### src/rtl/lsu_pkg.sv
package lsu_pkg;
  typedef enum logic [1:0] {
    SZ_BYTE = 2'b00,
    SZ_HALF = 2'b01,
    SZ_WORD = 2'b10,
    SZ_WRSV = 2'b11
  } lsu_size_e;

  typedef enum logic [1:0] {
    OFS_NONE = 2'b00,
    OFS_IMM  = 2'b01,
    OFS_REG  = 2'b10,
    OFS_REGB = 2'b11
  } lsu_ofs_e;
endpackage

### src/rtl/lsu_offset.sv
module lsu_offset
  import lsu_pkg::*;
#(
  parameter int XLEN  = 32,
  parameter int IMM_W = 12,
  parameter int SHW   = $clog2(XLEN)
) (
  input  logic [XLEN-1:0]  base_i,
  input  lsu_ofs_e         sel_i,
  input  logic [IMM_W-1:0] imm_i,
  input  logic [XLEN-1:0]  reg_i,
  input  logic [SHW-1:0]   shamt_i,
  input  logic             sub_i,
  output logic [XLEN-1:0]  ea_o
);
  logic [XLEN-1:0] ofs;

  always_comb begin
    unique case (sel_i)
      OFS_NONE: ofs = '0;
      OFS_IMM:  ofs = {{(XLEN-IMM_W){1'b0}}, imm_i};
      default:  ofs = reg_i << shamt_i;
    endcase
    ea_o = sub_i ? (base_i - ofs) : (base_i + ofs);
  end
endmodule

### src/rtl/lsu_lane.sv
module lsu_lane
  import lsu_pkg::*;
#(
  parameter int XLEN = 32,
  parameter int NL   = XLEN / 8,
  parameter int LW   = $clog2(NL)
) (
  input  logic [LW-1:0]   lsb_i,
  input  lsu_size_e       size_i,
  input  logic [XLEN-1:0] data_i,
  output logic [NL-1:0]   be_o,
  output logic [XLEN-1:0] rep_o,
  output logic            mis_o
);
  logic is_byte, is_half;
  assign is_byte = (size_i == SZ_BYTE);
  assign is_half = (size_i == SZ_HALF);

  for (genvar i = 0; i < NL; i++) begin : g_lane
    localparam logic [LW-1:0] LI = LW'(i);
    assign be_o[i] = is_byte ? (lsb_i == LI)
                   : is_half ? (lsb_i[LW-1:1] == LI[LW-1:1])
                   : 1'b1;
  end

  always_comb begin
    if (is_byte)      rep_o = {NL{data_i[7:0]}};
    else if (is_half) rep_o = {(NL/2){data_i[15:0]}};
    else              rep_o = data_i;
    if (is_byte)      mis_o = 1'b0;
    else if (is_half) mis_o = lsb_i[0];
    else              mis_o = (lsb_i != '0);
  end
endmodule

### src/rtl/lsu_extend.sv
module lsu_extend
  import lsu_pkg::*;
#(
  parameter int XLEN = 32,
  parameter int NL   = XLEN / 8,
  parameter int LW   = $clog2(NL)
) (
  input  logic [XLEN-1:0] rdata_i,
  input  logic [LW-1:0]   lsb_i,
  input  lsu_size_e       size_i,
  input  logic            sgn_i,
  output logic [XLEN-1:0] data_o
);
  logic [7:0]  b;
  logic [15:0] h;

  assign b = rdata_i[{lsb_i, 3'b000} +: 8];
  assign h = rdata_i[{lsb_i[LW-1:1], 4'b0000} +: 16];

  always_comb begin
    unique case (size_i)
      SZ_BYTE: data_o = {{(XLEN-8){sgn_i & b[7]}}, b};
      SZ_HALF: data_o = {{(XLEN-16){sgn_i & h[15]}}, h};
      default: data_o = rdata_i;
    endcase
  end
endmodule

### src/rtl/lsu_agu.sv
module lsu_agu
  import lsu_pkg::*;
#(
  parameter int XLEN  = 32,
  parameter int IMM_W = 12
) (
  input  logic              clk_i,
  input  logic              rst_ni,
  input  logic              req_i,
  input  logic              is_load_i,
  input  logic [XLEN-1:0]   base_i,
  input  logic [1:0]        off_sel_i,
  input  logic [IMM_W-1:0]  imm_i,
  input  logic [XLEN-1:0]   off_reg_i,
  input  logic [$clog2(XLEN)-1:0] shamt_i,
  input  logic              sub_i,
  input  logic              pre_i,
  input  logic              wb_i,
  input  logic [1:0]        size_i,
  input  logic              signed_i,
  input  logic [XLEN-1:0]   st_data_i,
  input  logic [XLEN-1:0]   rdata_i,
  output logic              mem_req_o,
  output logic              mem_we_o,
  output logic [XLEN-1:0]   addr_o,
  output logic [XLEN/8-1:0] be_o,
  output logic [XLEN-1:0]   wdata_o,
  output logic              wb_en_o,
  output logic [XLEN-1:0]   wb_val_o,
  output logic              align_fault_o,
  output logic [XLEN-1:0]   ld_data_o
);
  localparam int NL  = XLEN / 8;
  localparam int LW  = $clog2(NL);
  localparam int SHW = $clog2(XLEN);

  logic [XLEN-1:0] ea, acc_addr, rep;
  logic [NL-1:0]   be_c;
  logic            mis, go;
  lsu_size_e       size_c, size_q;
  logic            sgn_q;
  logic [XLEN-1:0] ext;

  assign size_c = lsu_size_e'(size_i);

  lsu_offset #(.XLEN(XLEN), .IMM_W(IMM_W), .SHW(SHW)) i_ofs (
    .base_i  (base_i),
    .sel_i   (lsu_ofs_e'(off_sel_i)),
    .imm_i   (imm_i),
    .reg_i   (off_reg_i),
    .shamt_i (shamt_i),
    .sub_i   (sub_i),
    .ea_o    (ea)
  );

  assign acc_addr = pre_i ? ea : base_i;

  lsu_lane #(.XLEN(XLEN), .NL(NL), .LW(LW)) i_lane (
    .lsb_i  (acc_addr[LW-1:0]),
    .size_i (size_c),
    .data_i (st_data_i),
    .be_o   (be_c),
    .rep_o  (rep),
    .mis_o  (mis)
  );

  assign go = req_i & ~mis;

  always_ff @(posedge clk_i or negedge rst_ni) begin
    if (!rst_ni) begin
      mem_req_o     <= 1'b0;
      mem_we_o      <= 1'b0;
      addr_o        <= '0;
      be_o          <= '0;
      wdata_o       <= '0;
      wb_en_o       <= 1'b0;
      wb_val_o      <= '0;
      align_fault_o <= 1'b0;
      size_q        <= SZ_BYTE;
      sgn_q         <= 1'b0;
    end else begin
      mem_req_o     <= go;
      mem_we_o      <= go & ~is_load_i;
      be_o          <= go ? be_c : '0;
      wdata_o       <= (go & ~is_load_i) ? rep : '0;
      wb_en_o       <= go & (~pre_i | wb_i);
      align_fault_o <= req_i & mis;
      if (req_i) begin
        addr_o   <= acc_addr;
        wb_val_o <= ea;
        size_q   <= size_c;
        sgn_q    <= signed_i;
      end
    end
  end

  lsu_extend #(.XLEN(XLEN), .NL(NL), .LW(LW)) i_ext (
    .rdata_i (rdata_i),
    .lsb_i   (addr_o[LW-1:0]),
    .size_i  (size_q),
    .sgn_i   (sgn_q),
    .data_o  (ext)
  );

  assign ld_data_o = (mem_req_o & ~mem_we_o) ? ext : '0;
endmodule

### config.mk
export PLATFORM = sky130hd
export DESIGN_NAME = lsu_agu
export DESIGN_NICKNAME = d
export VERILOG_FILES = /design/src/rtl/lsu_pkg.sv /design/src/rtl/lsu_offset.sv /design/src/rtl/lsu_lane.sv /design/src/rtl/lsu_extend.sv /design/src/rtl/lsu_agu.sv
export SDC_FILE = /design/constraint.sdc
export NUM_CORES = 1
export LEC_CHECK = 0
export ABC_AREA = 0
export BUFFER_PORTS_ARGS = -buffer_cell sky130_fd_sc_hd__buf_4
export CAP_MARGIN = 20
export CORE_ASPECT_RATIO = 2
export CORE_MARGIN = 5
export CORE_UTILIZATION = 50
export DETAILED_ROUTE_END_ITERATION = 8
export HOLD_SLACK_MARGIN = 0.1
export PLACE_DENSITY = 0.84
export REMOVE_ABC_BUFFERS = 1
export SKIP_LAST_GASP = 1
export SYNTH_ARGS = -nofsm -noshare
export SYNTH_HDL_FRONTEND = slang
export SYNTH_SLANG_ARGS = --single-unit
### constraint.sdc
create_clock -name clk_i -period 8 [get_ports clk_i]
set_input_delay 2 -clock clk_i [delete_from_list [all_inputs] [get_ports clk_i]]
set_output_delay 2 -clock clk_i [all_outputs]
set_load 0.02 [all_outputs]
======== Word-level counts from Yosys, hierarchy flattened ========
Index checks and enable logic that the tools add are counted.
storage, ports and cells
  memories ................................ 0
  bits in read-only memories .............. 0
  output and inout port bits .............. 136
  bits of input ports ..................... 157
  bits in registers ....................... 107
  memory bits (writable) .................. 0
  latch bits .............................. 0
operators by class
  bitwise operators ....................... 13
  div/mod/pow operators ................... 0
  multipliers ............................. 0
  eq/ne operators ......................... 6
  reduce and logical (&&, ||, !) cells .... 5
  add/subtract/negate cells ............... 2
  shift-type cells ........................ 3
  order comparisons ....................... 0
  muxes and demuxes ....................... 17
operator list
  cell                                                                    count
  32-bit two-way mux                                                      6
  32-bit one-hot mux with 2 select lines                                  2
  32-bit adder                                                            1
  32-bit by 6-bit indexed part select with 16-bit output                  1
  32-bit by 6-bit indexed part select with 8-bit output                   1
  32-bit by 5-bit << shifter with 32-bit output                           1
  32-bit subtractor                                                       1
  2-bit by 1-bit equality test with 1-bit output (second input constant)  4
  2-bit zero test                                                         4
  1-bit two-way mux                                                       8
  1-bit AND                                                               7
  1-bit inverter                                                          5
  2-bit equality test (second input constant)                             2
  4-bit two-way mux                                                       1
  2-bit nonzero test                                                      1
  1-bit bitwise OR                                                        1

======== Logic depth before layout (Yosys ltp) ========
Gate-level depths: netlist (run 1).
  depth in word-level cells ............... 12
  mapped depth ............................ 24
  mapped depth without buffers ............ 20

======== Cells and area by module ========
Synthesis (run 1) repeated with hierarchy kept, for this count alone.
unflattened totals
  cell total of the unflattened synthesis .. 1066
  area total of the unflattened synthesis .. 9823.2 um^2
modules (own cells, without submodules)
  module      area an instance (um^2)  cells each  instances
  lsu_offset  4314.1                   555         1
  lsu_agu     4262.8                   331         1
  lsu_extend  724.4                    117         1
  lsu_lane    521.8                    63          1

======== Worst setup path before layout (run 1) ========
Ideal clock, no wire load.
  kind .................................... input port to flip-flop
  start point ............................. input port shamt_i[0]
  end point ............................... register addr_o[30]
  library setup time ...................... 0.126 ns
  slack ................................... 1.339 ns
  cell stages on the path ................. 19
  arrival time ............................ 6.535 ns
  cells stage by stage .................... buf_6 buf_2 buf_2 mux4_2 a32oi_1 o211a_1 o2111ai_1 nor3_2 a21oi_1 xor2_1 ha_1 a21o_1 a21o_1 a221o_1 a31oi_1 o21ai_0 a311oi_1 mux2i_1 a221o_1
between the ends
  longest elaborated chain between the ends .. 5
  elaborated cells on any way between the ends .. 6
  classes of those cells .................. add/sub (2); shift (1); mux (3)
RTL lines
  element                                                   line              source
  start: declaration                                        lsu_agu.sv:15     input logic [$clog2(XLEN)-1:0] shamt_i,
  32-bit by 5-bit << shifter with 32-bit output *           lsu_offset.sv:22  default: ofs = reg_i << shamt_i;
  32-bit one-hot mux with 2 select lines *                  lsu_offset.sv:19  unique case (sel_i)
  32-bit adder / 32-bit subtractor (equally long branches)  lsu_offset.sv:24  ea_o = sub_i ? (base_i - ofs) : (base_i + ofs);
  32-bit two-way mux *                                      lsu_offset.sv:24
  32-bit two-way mux *                                      lsu_agu.sv:56     assign acc_addr = pre_i ? ea : base_i;
  end signal: assignment                                    lsu_agu.sv:89     addr_o <= acc_addr;
  end: declaration                                          lsu_agu.sv:25     output logic [XLEN-1:0] addr_o,
Every way passes the cells marked *; elsewhere a longest branch is shown, timed or not.
A chain may end at the register's enable or synchronous reset.

======== Final worst setup path (run 1) ========
Same ends and word-level chain as after synthesis.

==> summary.txt, run 1 <==
status: completed
final worst slack: 0.6856 ns
worst skew pair latency: 0.35 ns
share of async-settable or async-resettable flops after synthesis: 100.0%
number of synthesized register bits: 107
cell row count: 71
n_diodes: 0
DR iter-0 viols: 487
element type at the critical path start: primary input
vias in the first global route: 9483
RSZ-0062 raised after global routing: no
die area: 22230 um^2
DRC viols: 0
register area share after synthesis: 27.90%
Tot Pwr: 2.488 mW
Cell variety after synth: 73
most frequent cells in the layout: 309 x buf_4, 115 x a21oi_1, 107 x dfrtp_1
CTS buffer count: 9
Finish-stage setup viols: 0
Clock Pin Slew Worst Setup and Hold Paths: 0.08 ns
Worst R2R Start: addr_o[1]
slowest stage delay, CP: 0.51 ns
final hold violations: 0
Crit path arrival time: 7.55 ns
syn_area_per_cell: 8.918 um^2
Ports: 293
setup TNS: 0 ns
Die H: 205.9 um
WL final: 32.62 mm
Peak VDD IR: 0.1283 mV
post-route non-filler standard cell count: 1583
Cell Area, Synth: 9595 um^2
Core ar.: 18830 um^2
share of layout cells above drive strength 1: 32.38%
Layout Nets: 1512
hold path cells: 1
crit-path cells: buf_4 -> mux2_2 -> a22oi_1 -> o21ai_0 -> nor4_4 -> nand4b_1 -> nor2_1 -> o21a_1 -> a21oi_1 -> xnor2_1 -> ha_1 -> and3_1 -> a311oi_1 -> nand2_1 -> a31oi_1 -> o21ai_0 -> a311oi_1 -> mux2i_1 -> a221o_1
Peak Freq: 0.1367 GHz
CP endpoint kind: flip-flop
worst hold slack: 0.5097 ns
placed wire-length estimate: 26.61 mm
worst hold start: addr_o[25]
Post-synth EDFFs: 0
CTS tree: built
Post-DRT Antenna Nets: 0
FF-to-FF path depth: 2
placed cell area: 11910 um^2
CTS hold repair buffers: 0
placed instance count: 1566
Gate Count Post-Synth: 1076
first-pass GRT wire length: 49.91 mm
Hold Path End: addr_o[25]
design area: 12260 um^2
yosys warns: 0
worst clock skew: 0 ns
Reg2Reg Setup Slack: 6.80 ns
max-cap viol count: 0
worst reg2reg path endpoint: addr_o[1]
Critical path buffers and inverters: 1
starting density of the core: 50.95%
P_leak: 5.789 nW
Placer Congestion: 1.044
largest net degree at the start of global routing: 67
WL/cell: 20.61 um
Post-Place Worst Slack: 0.3565 ns
CTS sink cnt: 107
Crit path required time: 8.24 ns
routed vias/inst: 6.032
Clock Tree Buf Depth: 2
period utilization: 91.43%
Most used DFF post-synth: dfrtp_1
cts repair resizes: 0
gr usage total: 28.59%
CP Class: in2reg
Slew headroom: 29.47%
Critical Path Fanout Max: 37
Slew Limit Fails: 0
most common cell after layout, fill and taps aside: buf_4
Core Util, Final: 65.12%
Die X: 108.0 um
GRT Residual Overflow: 0
final worst path period need: 7.314 ns
slew at the pin with the worst max-slew slack: 1.056 ns
initial antenna violation count: 0
pwr dens: 202.9 nW/um^2
crit-path leading delay family: compound AO/OA/AOI/OAI gates
First-pass DRT Iterations: 6
H-tree depth: 3
CP Depth: 19
Post-CTS Setup Bufs: 0
via count: 9548
Port Buf Inserts: 292
Crit-path slowest cell: a311oi_1
area growth from synthesis to layout: 27.81%
Min-Delay Path Class: reg2reg
CTS root buf: clkbuf_16
==> kinds of logic after synthesis <==
logic type	count (synthesis)	share of synthesized area (%)
AO/OA/AOI/OAI	307	20.62
flip-flops	107	27.90
buffers and inverters	119	5.072
multiplexers	166	22.87
AND/OR/NAND/NOR	285	13.73
XOR/XNOR	60	5.555
adder cells (fa/ha/maj)	32	4.251
==> per-layer routing <==
layer | wire [um] | global-route usage, % | vias to the layer above
met3 | 1945 | 3.876 | 128
met1 | 10350 | 27.15 | 4542
li1 | - | - | 4443
met4 | 2348 | 18.87 | 0
met2 | 17970 | 55.23 | 435
met5 | 0 | 0 | -
==> cells in the mapped netlist, drive strengths merged (9+ instances only) <==
cell,count,area [um^2]
a21oi,116,584.3
dfrtp,107,2678
nor2,103,386.6
nand2,93,349.1
mux2i,82,820.8
o21ai,55,275.3
clkbuf,49,183.9
mux2,46,518.0
inv,44,165.2
mux4,38,855.8
xnor2,34,305.3
ha,31,387.9
xor2,26,227.7
buf,24,130.1
a31oi,20,125.1
a21o,18,135.1
nand3,16,80.08
and2,12,75.07
nand2b,12,75.07
nor2b,12,75.07
a221oi,9,78.83
a32oi,9,78.83
o21a,9,67.56
==> flip-flops by register name, indices dropped and copies added (netlist names) <==
signal         count
addr_o            32
align_fault_o      1
be_o               4
mem_req_o          1
mem_we_o           1
sgn_q              1
size_q             2
wb_en_o            1
wb_val_o          32
wdata_o           32
==> how the worst max path moves through the flow <==
stage,startpoint,endpoint,slack [ns]
after CTS,shamt_i[0],addr_o[30],0.72
after floorplan,shamt_i[0],addr_o[30],1.58
final,shamt_i[0],addr_o[30],0.69
after global routing,shamt_i[0],addr_o[30],0.40
after global placement,shamt_i[0],addr_o[30],0.48
after detailed placement,shamt_i[0],addr_o[30],0.36
==> area by class of cell <==
class | count | area (um^2)
fillers | 1611 | 6569
well taps | 255 | 319.1
repair buffers | 309 | 2320
multi-input cells | 850 | 6431
clock inverters | 7 | 118.9
inverters | 46 | 172.7
flip-flops and latches | 107 | 2678
clock buffers | 9 | 225.2
==> report_power, final <==
part	leakage (nW)	internal (mW)	switching, mW	total [mW]
combinational	4.30	0.543	0.701	1.24
sequential	1.32	0.659	0.0754	0.734
clock	0.167	0.284	0.226	0.510
total	5.79	1.49	1.00	2.49
Power figures use the tool's default switching activity.
==> run 2: changes to the inputs <==
--- a/config.mk
+++ b/config.mk
@@ -11,3 +11,3 @@
 export CORE_ASPECT_RATIO = 2
-export CORE_MARGIN = 5
+export CORE_MARGIN = 8
 export CORE_UTILIZATION = 50
==> constraint.sdc (replaced) <==
create_clock -name clk_i -period 8 [get_ports clk_i]
set_input_delay 2.4 -clock clk_i [delete_from_list [all_inputs] [get_ports clk_i]]
set_output_delay 2.4 -clock clk_i [all_outputs]
set_load 0.02 [all_outputs]
==> run 2 against run 1 <==
Compared with the run above: sequential share of layout area is essentially flat; first-iteration DRC count up 40%; final area rose by 0.15%; final cell count increased by 0.32%; clock-buffer cell count did not move; worst hold slack lost 0.028 ns; die area increased by 8.6%; global-route usage fell by 1.1 points; via count increased by 1.1%; register-to-register slack barely moved; clock skew unchanged; critical endpoint unchanged; highest routed layer unchanged.
==> summary.txt, run 2 (synthesis gave the netlist of run 1 again) <==
Layout Nets: 1518 (+0.40%)
n_diodes: 0 (unchanged)
largest net degree at the start of global routing: 70 (+4.5%)
Core Util, Final: 65.22% (+0.10 points)
die area: 24150 um^2 (+8.6%)
placed cell area: 11950 um^2 (+0.31%)
Die X: 114.0 um (+5.6%)
placed instance count: 1571 (+0.32%)
register area: 2678 um^2 (unchanged)
fillers: 1635 (+1.5%)
Slew headroom: 29.33% (-0.14 points)
Switching Fraction: 40.37% (+0.075 points)
final worst slack: 0.4758 ns (-0.2098 ns)
area of the multi-input gates: 6431 um^2 (unchanged)
worst clock skew: 0 ns (unchanged)
First-pass DRT Iterations: 6 (unchanged)
first-pass GRT wire length: 52.34 mm (+4.9%)
Psw: 986.1 uW (-1.6%)
crit-path cells: buf_4 -> mux2_2 -> a221oi_1 -> o21ai_1 -> nor4_4 -> nand4b_1 -> buf_4 -> nor2_1 -> o21a_1 -> a21oi_1 -> xor2_1 -> ha_1 -> and3_1 -> a311oi_1 -> nand2_1 -> a31oi_1 -> o21ai_0 -> a311oi_1 -> mux2i_1 -> a221o_1
CTS root buf: clkbuf_16
CTS hold repair buffers: 0 (unchanged)
Port Buf Inserts: 292 (unchanged)
most frequent cells in the layout: 314 x buf_4, 115 x a21oi_1, 107 x dfrtp_1
share of layout cells above drive strength 1: 32.63% (+0.25 points)
Clock Pin Slew Worst Setup and Hold Paths: 0.07 ns (about the same)
Critical Path Fanout Max: 37 (unchanged)
placed wire-length estimate: 27.55 mm (+3.5%)
slew at the pin with the worst max-slew slack: 1.045 ns (-0.01045 ns)
Peak VDD IR: 0.1091 mV (-15%)
M1 WL: 11.05 mm (+6.7%)
routed vias/inst: 6.077 (+0.75%)
top flop regs: addr_o (32), wb_val_o (32), wdata_o (32)
slowest stage delay, CP: 0.56 ns (+0.05 ns)
Post-CTS Setup Bufs: 0 (unchanged)
pwr dens: 198.8 nW/um^2 (-2.0%)
Critical path buffers and inverters: 2 (+1)
most common cell after layout, fill and taps aside: buf_4
final worst path period need: 7.524 ns (+0.2098 ns)
Pint: 1.456 mW (-2.0%)
starting density of the core: 50.95% (unchanged)
Crit path arrival time: 7.76 ns (+0.21 ns)
period utilization: 94.05% (+2.6 points)
clock share of power: 18.6% (-1.9 points)
gr usage total: 27.53% (-1.1 points)
DR iter-0 viols: 681 (+40%)
CTS sink cnt: 107 (unchanged)
Post-Place Worst Slack: 0.1583 ns (-0.1982 ns)
cell row count: 71 (unchanged)
WL/cell: 21.48 um (+4.3%)
status: completed
Peak Freq: 0.1329 GHz (-2.8%)
cts repair resizes: 0 (unchanged)
Crit path required time: 8.24 ns (about the same)
area growth from synthesis to layout: 28.01%
WL final: 34.12 mm (+4.6%)
routed wl met3: 2.111 mm (+8.5%)
CTS buffer count: 9 (unchanged)
Min-Delay Path Class: reg2reg
via count: 9650 (+1.1%)
highest metal used: met4
CTS tree: built
Core ar.: 18830 um^2 (unchanged)
sequential share of power: 30.0% (+0.5 points)
Finish-stage setup viols: 0 (unchanged)
Clock Tree Buf Depth: 2 (unchanged)
Slew Limit Fails: 0 (unchanged)
GRT Residual Overflow: 0 (unchanged)
metal2 WL: 18.56 mm (+3.3%)
DRC viols: 0 (unchanged)
crit-path leading delay family: compound AO/OA/AOI/OAI gates
initial antenna violation count: 0 (unchanged)
Crit-path slowest cell: a221oi_1
setup TNS: 0 ns (unchanged)
H-tree depth: 3 (unchanged)
Die H: 211.9 um (+2.9%)
final hold violations: 0 (unchanged)
max-cap viol count: 0 (unchanged)
Post-DRT Antenna Nets: 0 (unchanged)
CP endpoint kind: flip-flop
combinational power share: 51.5% (+1.5 points)
element type at the critical path start: primary input
worst skew pair latency: 0.35 ns (about the same)
P_leak: 5.806 nW (+0.28%)
vias in the first global route: 9803 (+3.4%)
CP Class: in2reg
Placer Congestion: 1.010 (-3.2%)
Ports: 293 (unchanged)
post-route non-filler standard cell count: 1588 (+0.32%)
design area: 12280 um^2 (+0.15%)
RSZ-0062 raised after global routing: no
## run 2: path summary, 6_finish.rpt
path	start	endpoint	slack, ns	depth (start not counted)
max	shamt_i[0]	addr_o[30]	0.48	20
min	addr_o[25]	addr_o[25]	0.48	1
max reg2reg	addr_o[1]	addr_o[1]	6.80	2
min reg2reg	addr_o[25]	addr_o[25]	0.48	1
max in group asynchronous	rst_ni	addr_o[27]	4.77	2
min in group asynchronous	rst_ni	wdata_o[17]	2.05	1
## run 2: per-stage QoR
stage          hold WS [ns]  power (mW)
3_3_place_gp         0.4673       1.963
4_1_cts              0.4866       2.445
6_report             0.4820       2.442
5_1_grt              0.5220       2.568
2_1_floorplan        0.5066       1.447
3_5_place_dp         0.4701       1.989
## run 2: per-layer routing
layer  global-route usage (%)  vias up
met2                    52.13      468
li1                         -     4453
met1                    25.25     4596
met5                        0        -
met4                    20.43        0
met3                    4.994      133
## run 2: layout make-up
cell class	instances	area share [%]
Tap cell	255	2.598
Timing Repair Buffer	315	19.42
Multi-Input combinational cell	850	52.36
Clock inverter	6	0.5908
Sequential cell	107	21.80
Inverter	46	1.406
Clock buffer	9	1.834
## run 2: power by group through the flow
stage | Combinational [mW] | Sequential, mW | Clock [mW]
floorplan | 0.566 | 0.881 | 0
global placement | 1.22 | 0.741 | 0
detailed placement | 1.24 | 0.746 | 0
CTS | 1.25 | 0.737 | 0.461
global route | 1.34 | 0.747 | 0.477
finish | 1.26 | 0.732 | 0.454
==> run 3: changes to the inputs <==
Settings changed: BUFFER_PORTS_ARGS -buffer_cell sky130_fd_sc_hd__buf_4 to -buffer_cell sky130_fd_sc_hd__buf_2, CAP_MARGIN 20 to default, SLEW_MARGIN from default to 25.
==> run 3 against run 2 <==
Compared with the run above: fmax rose by 0.77%; worst setup slack gained 0.058 ns; critical path type unchanged; routed wire length down 0.60%; largest power group unchanged; sequential share of layout area up 1.1 points; critical endpoint is now wb_val_o[30].
==> summary.txt, run 3 (synthesis gave the netlist of run 1 again) <==
top flop regs: addr_o (32), wb_val_o (32), wdata_o (32)
WL/cell: 21.10 um (-1.8%)
sequential share of power: 31.2% (+1.2 points)
n_diodes: 0 (unchanged)
First-pass DRT Iterations: 5 (-1)
WL final: 33.91 mm (-0.60%)
starting density of the core: 50.95% (unchanged)
share of layout cells above drive strength 1: 33.88% (+1.2 points)
CP endpoint kind: flip-flop
Clock Pin Slew Worst Setup and Hold Paths: 0.08 ns (about the same)
placed wire-length estimate: 27.80 mm (+0.91%)
Clock Tree Buf Depth: 2 (unchanged)
period utilization: 93.33% (-0.72 points)
DRC viols: 0 (unchanged)
most common cell after layout, fill and taps aside: buf_2
Port Buf Inserts: 292 (unchanged)
element type at the critical path start: primary input
die area: 24150 um^2 (unchanged)
most frequent cells in the layout: 290 x buf_2, 115 x a21oi_1, 106 x dfrtp_1
DR iter-0 viols: 674 (-1.0%)
max-cap viol count: 0 (unchanged)
P_leak: 5.695 nW (-1.9%)
final hold violations: 0 (unchanged)
gr usage total: 27.67% (+0.14 points)
Slew headroom: 39.59% (+10 points)
Peak Freq: 0.1339 GHz (+0.77%)
Die X: 114.0 um (unchanged)
post-route non-filler standard cell count: 1607 (+1.2%)
setup TNS: 0 ns (unchanged)
vias in the first global route: 9841 (+0.39%)
worst skew pair latency: 0.35 ns (about the same)
Crit path required time: 8.24 ns (about the same)
Post-CTS Setup Bufs: 0 (unchanged)
Switching Fraction: 41.79% (+1.4 points)
Worst R2R Start: addr_o[1]
GRT Residual Overflow: 0 (unchanged)
area growth from synthesis to layout: 21.92%
via count: 9667 (+0.18%)
fillers: 1643 (+0.49%)
CTS tree: built
Psw: 984.2 uW (-0.19%)
placed instance count: 1591 (+1.3%)
largest net degree at the start of global routing: 75 (+7.1%)
Finish-stage setup viols: 0 (unchanged)
Critical Path Fanout Max: 19 (-49%)
CTS buffer count: 9 (unchanged)
Pint: 1.371 mW (-5.9%)
Placer Congestion: 1.074 (+6.3%)
Worst Setup SP: shamt_i[0]
Slew Limit Fails: 0 (unchanged)
Layout Nets: 1536 (+1.2%)
cts repair resizes: 0 (unchanged)
Peak VDD IR: 0.1051 mV (-3.7%)
cell row count: 71 (unchanged)
CP Class: in2reg
Die H: 211.9 um (unchanged)
Crit path arrival time: 7.70 ns (-0.06 ns)
Min-Delay Path Class: reg2reg
combinational power share: 49.4% (-2.1 points)
status: completed
Core ar.: 18830 um^2 (unchanged)
Post-DRT Antenna Nets: 0 (unchanged)
final worst path period need: 7.466 ns (-0.05786 ns)
routed vias/inst: 6.016 (-1.0%)
Ports: 293 (unchanged)
pwr dens: 201.3 nW/um^2 (+1.2%)
CTS sink cnt: 107 (unchanged)
worst clock skew: 0 ns (unchanged)
slew at the pin with the worst max-slew slack: 0.9061 ns (-0.1391 ns)
clock share of power: 19.5% (+0.9 points)
CTS root buf: clkbuf_16
RSZ-0062 raised after global routing: no
initial antenna violation count: 0 (unchanged)
worst hold start: wb_val_o[14]
CTS hold repair buffers: 0 (unchanged)
first-pass GRT wire length: 52.47 mm (+0.25%)
H-tree depth: 3 (unchanged)
run 3: layout make-up:
cell class / instances / area, um^2 / area share (%)
multi-input cells: 850 / 6446 / 55.10
flip-flops and latches: 107 / 2679 / 22.90
inverters: 46 / 172.7 / 1.476
repair buffers: 333 / 1774 / 15.17
clock inverters: 7 / 82.58 / 0.7059
well taps: 255 / 319.1 / 2.727
clock buffers: 9 / 225.2 / 1.925
run 3: per-layer routing:
layer / vias to the layer above / wire length [um] / GRT usage [%]
li1: 4488 / - / -
met1: 4609 / 11050 / 26.03
met2: 440 / 18420 / 52.32
met3: 130 / 2134 / 4.452
met4: 0 / 2313 / 19.97
met5: - / 0 / 0
run 3: through the flow:
step	setup slack [ns]	total power, mW	util (%)	hold WS, ns	area, um^2
2_1_floorplan	1.180	1.447	-	0.5066	9281
3_3_place_gp	0.2617	1.876	60.40	0.4790	11370
3_5_place_dp	0.1917	1.899	60.40	0.4905	11370
4_1_cts	0.5577	2.360	62.03	0.5079	11680
5_1_grt	0.08009	2.483	62.12	0.5237	11700
6_report	0.5337	2.355	62.12	0.5075	11700
run 3: final timing paths:
kind	slack [ns]	cells after the start	to
max	0.53	21	wb_val_o[30]
min	0.51	1	wb_val_o[14]
max reg2reg	6.84	2	addr_o[1]
min reg2reg	0.51	1	wb_val_o[14]
max in group asynchronous	4.70	2	size_q[1]
min in group asynchronous	1.98	1	wdata_o[16]
run 3: critical path: stages:
cell and delay (ns):
buf_2 0.41, buf_4 0.33, nor2_1 0.08, a221oi_1 0.41
o21ai_1 0.22, nor4_4 0.30, nand4b_1 0.37, nor2_1 0.35
o21a_1 0.21, a21oi_1 0.09, xnor2_1 0.15, ha_1 0.37
and3_1 0.25, a311oi_1 0.29, nand2_1 0.14, a31oi_1 0.23
o21ai_0 0.22, a311oi_1 0.37, buf_4 0.18, xnor2_1 0.06
mux2_2 0.27
run 3: power by group through the flow:
stage | Clock (mW) | Sequential [mW] | Combinational [mW]
3_5_place_dp | 0 | 0.743 | 1.16
6_report | 0.459 | 0.734 | 1.16
5_1_grt | 0.485 | 0.749 | 1.25
3_3_place_gp | 0 | 0.736 | 1.14
4_1_cts | 0.467 | 0.732 | 1.16
2_1_floorplan | 0 | 0.881 | 0.566
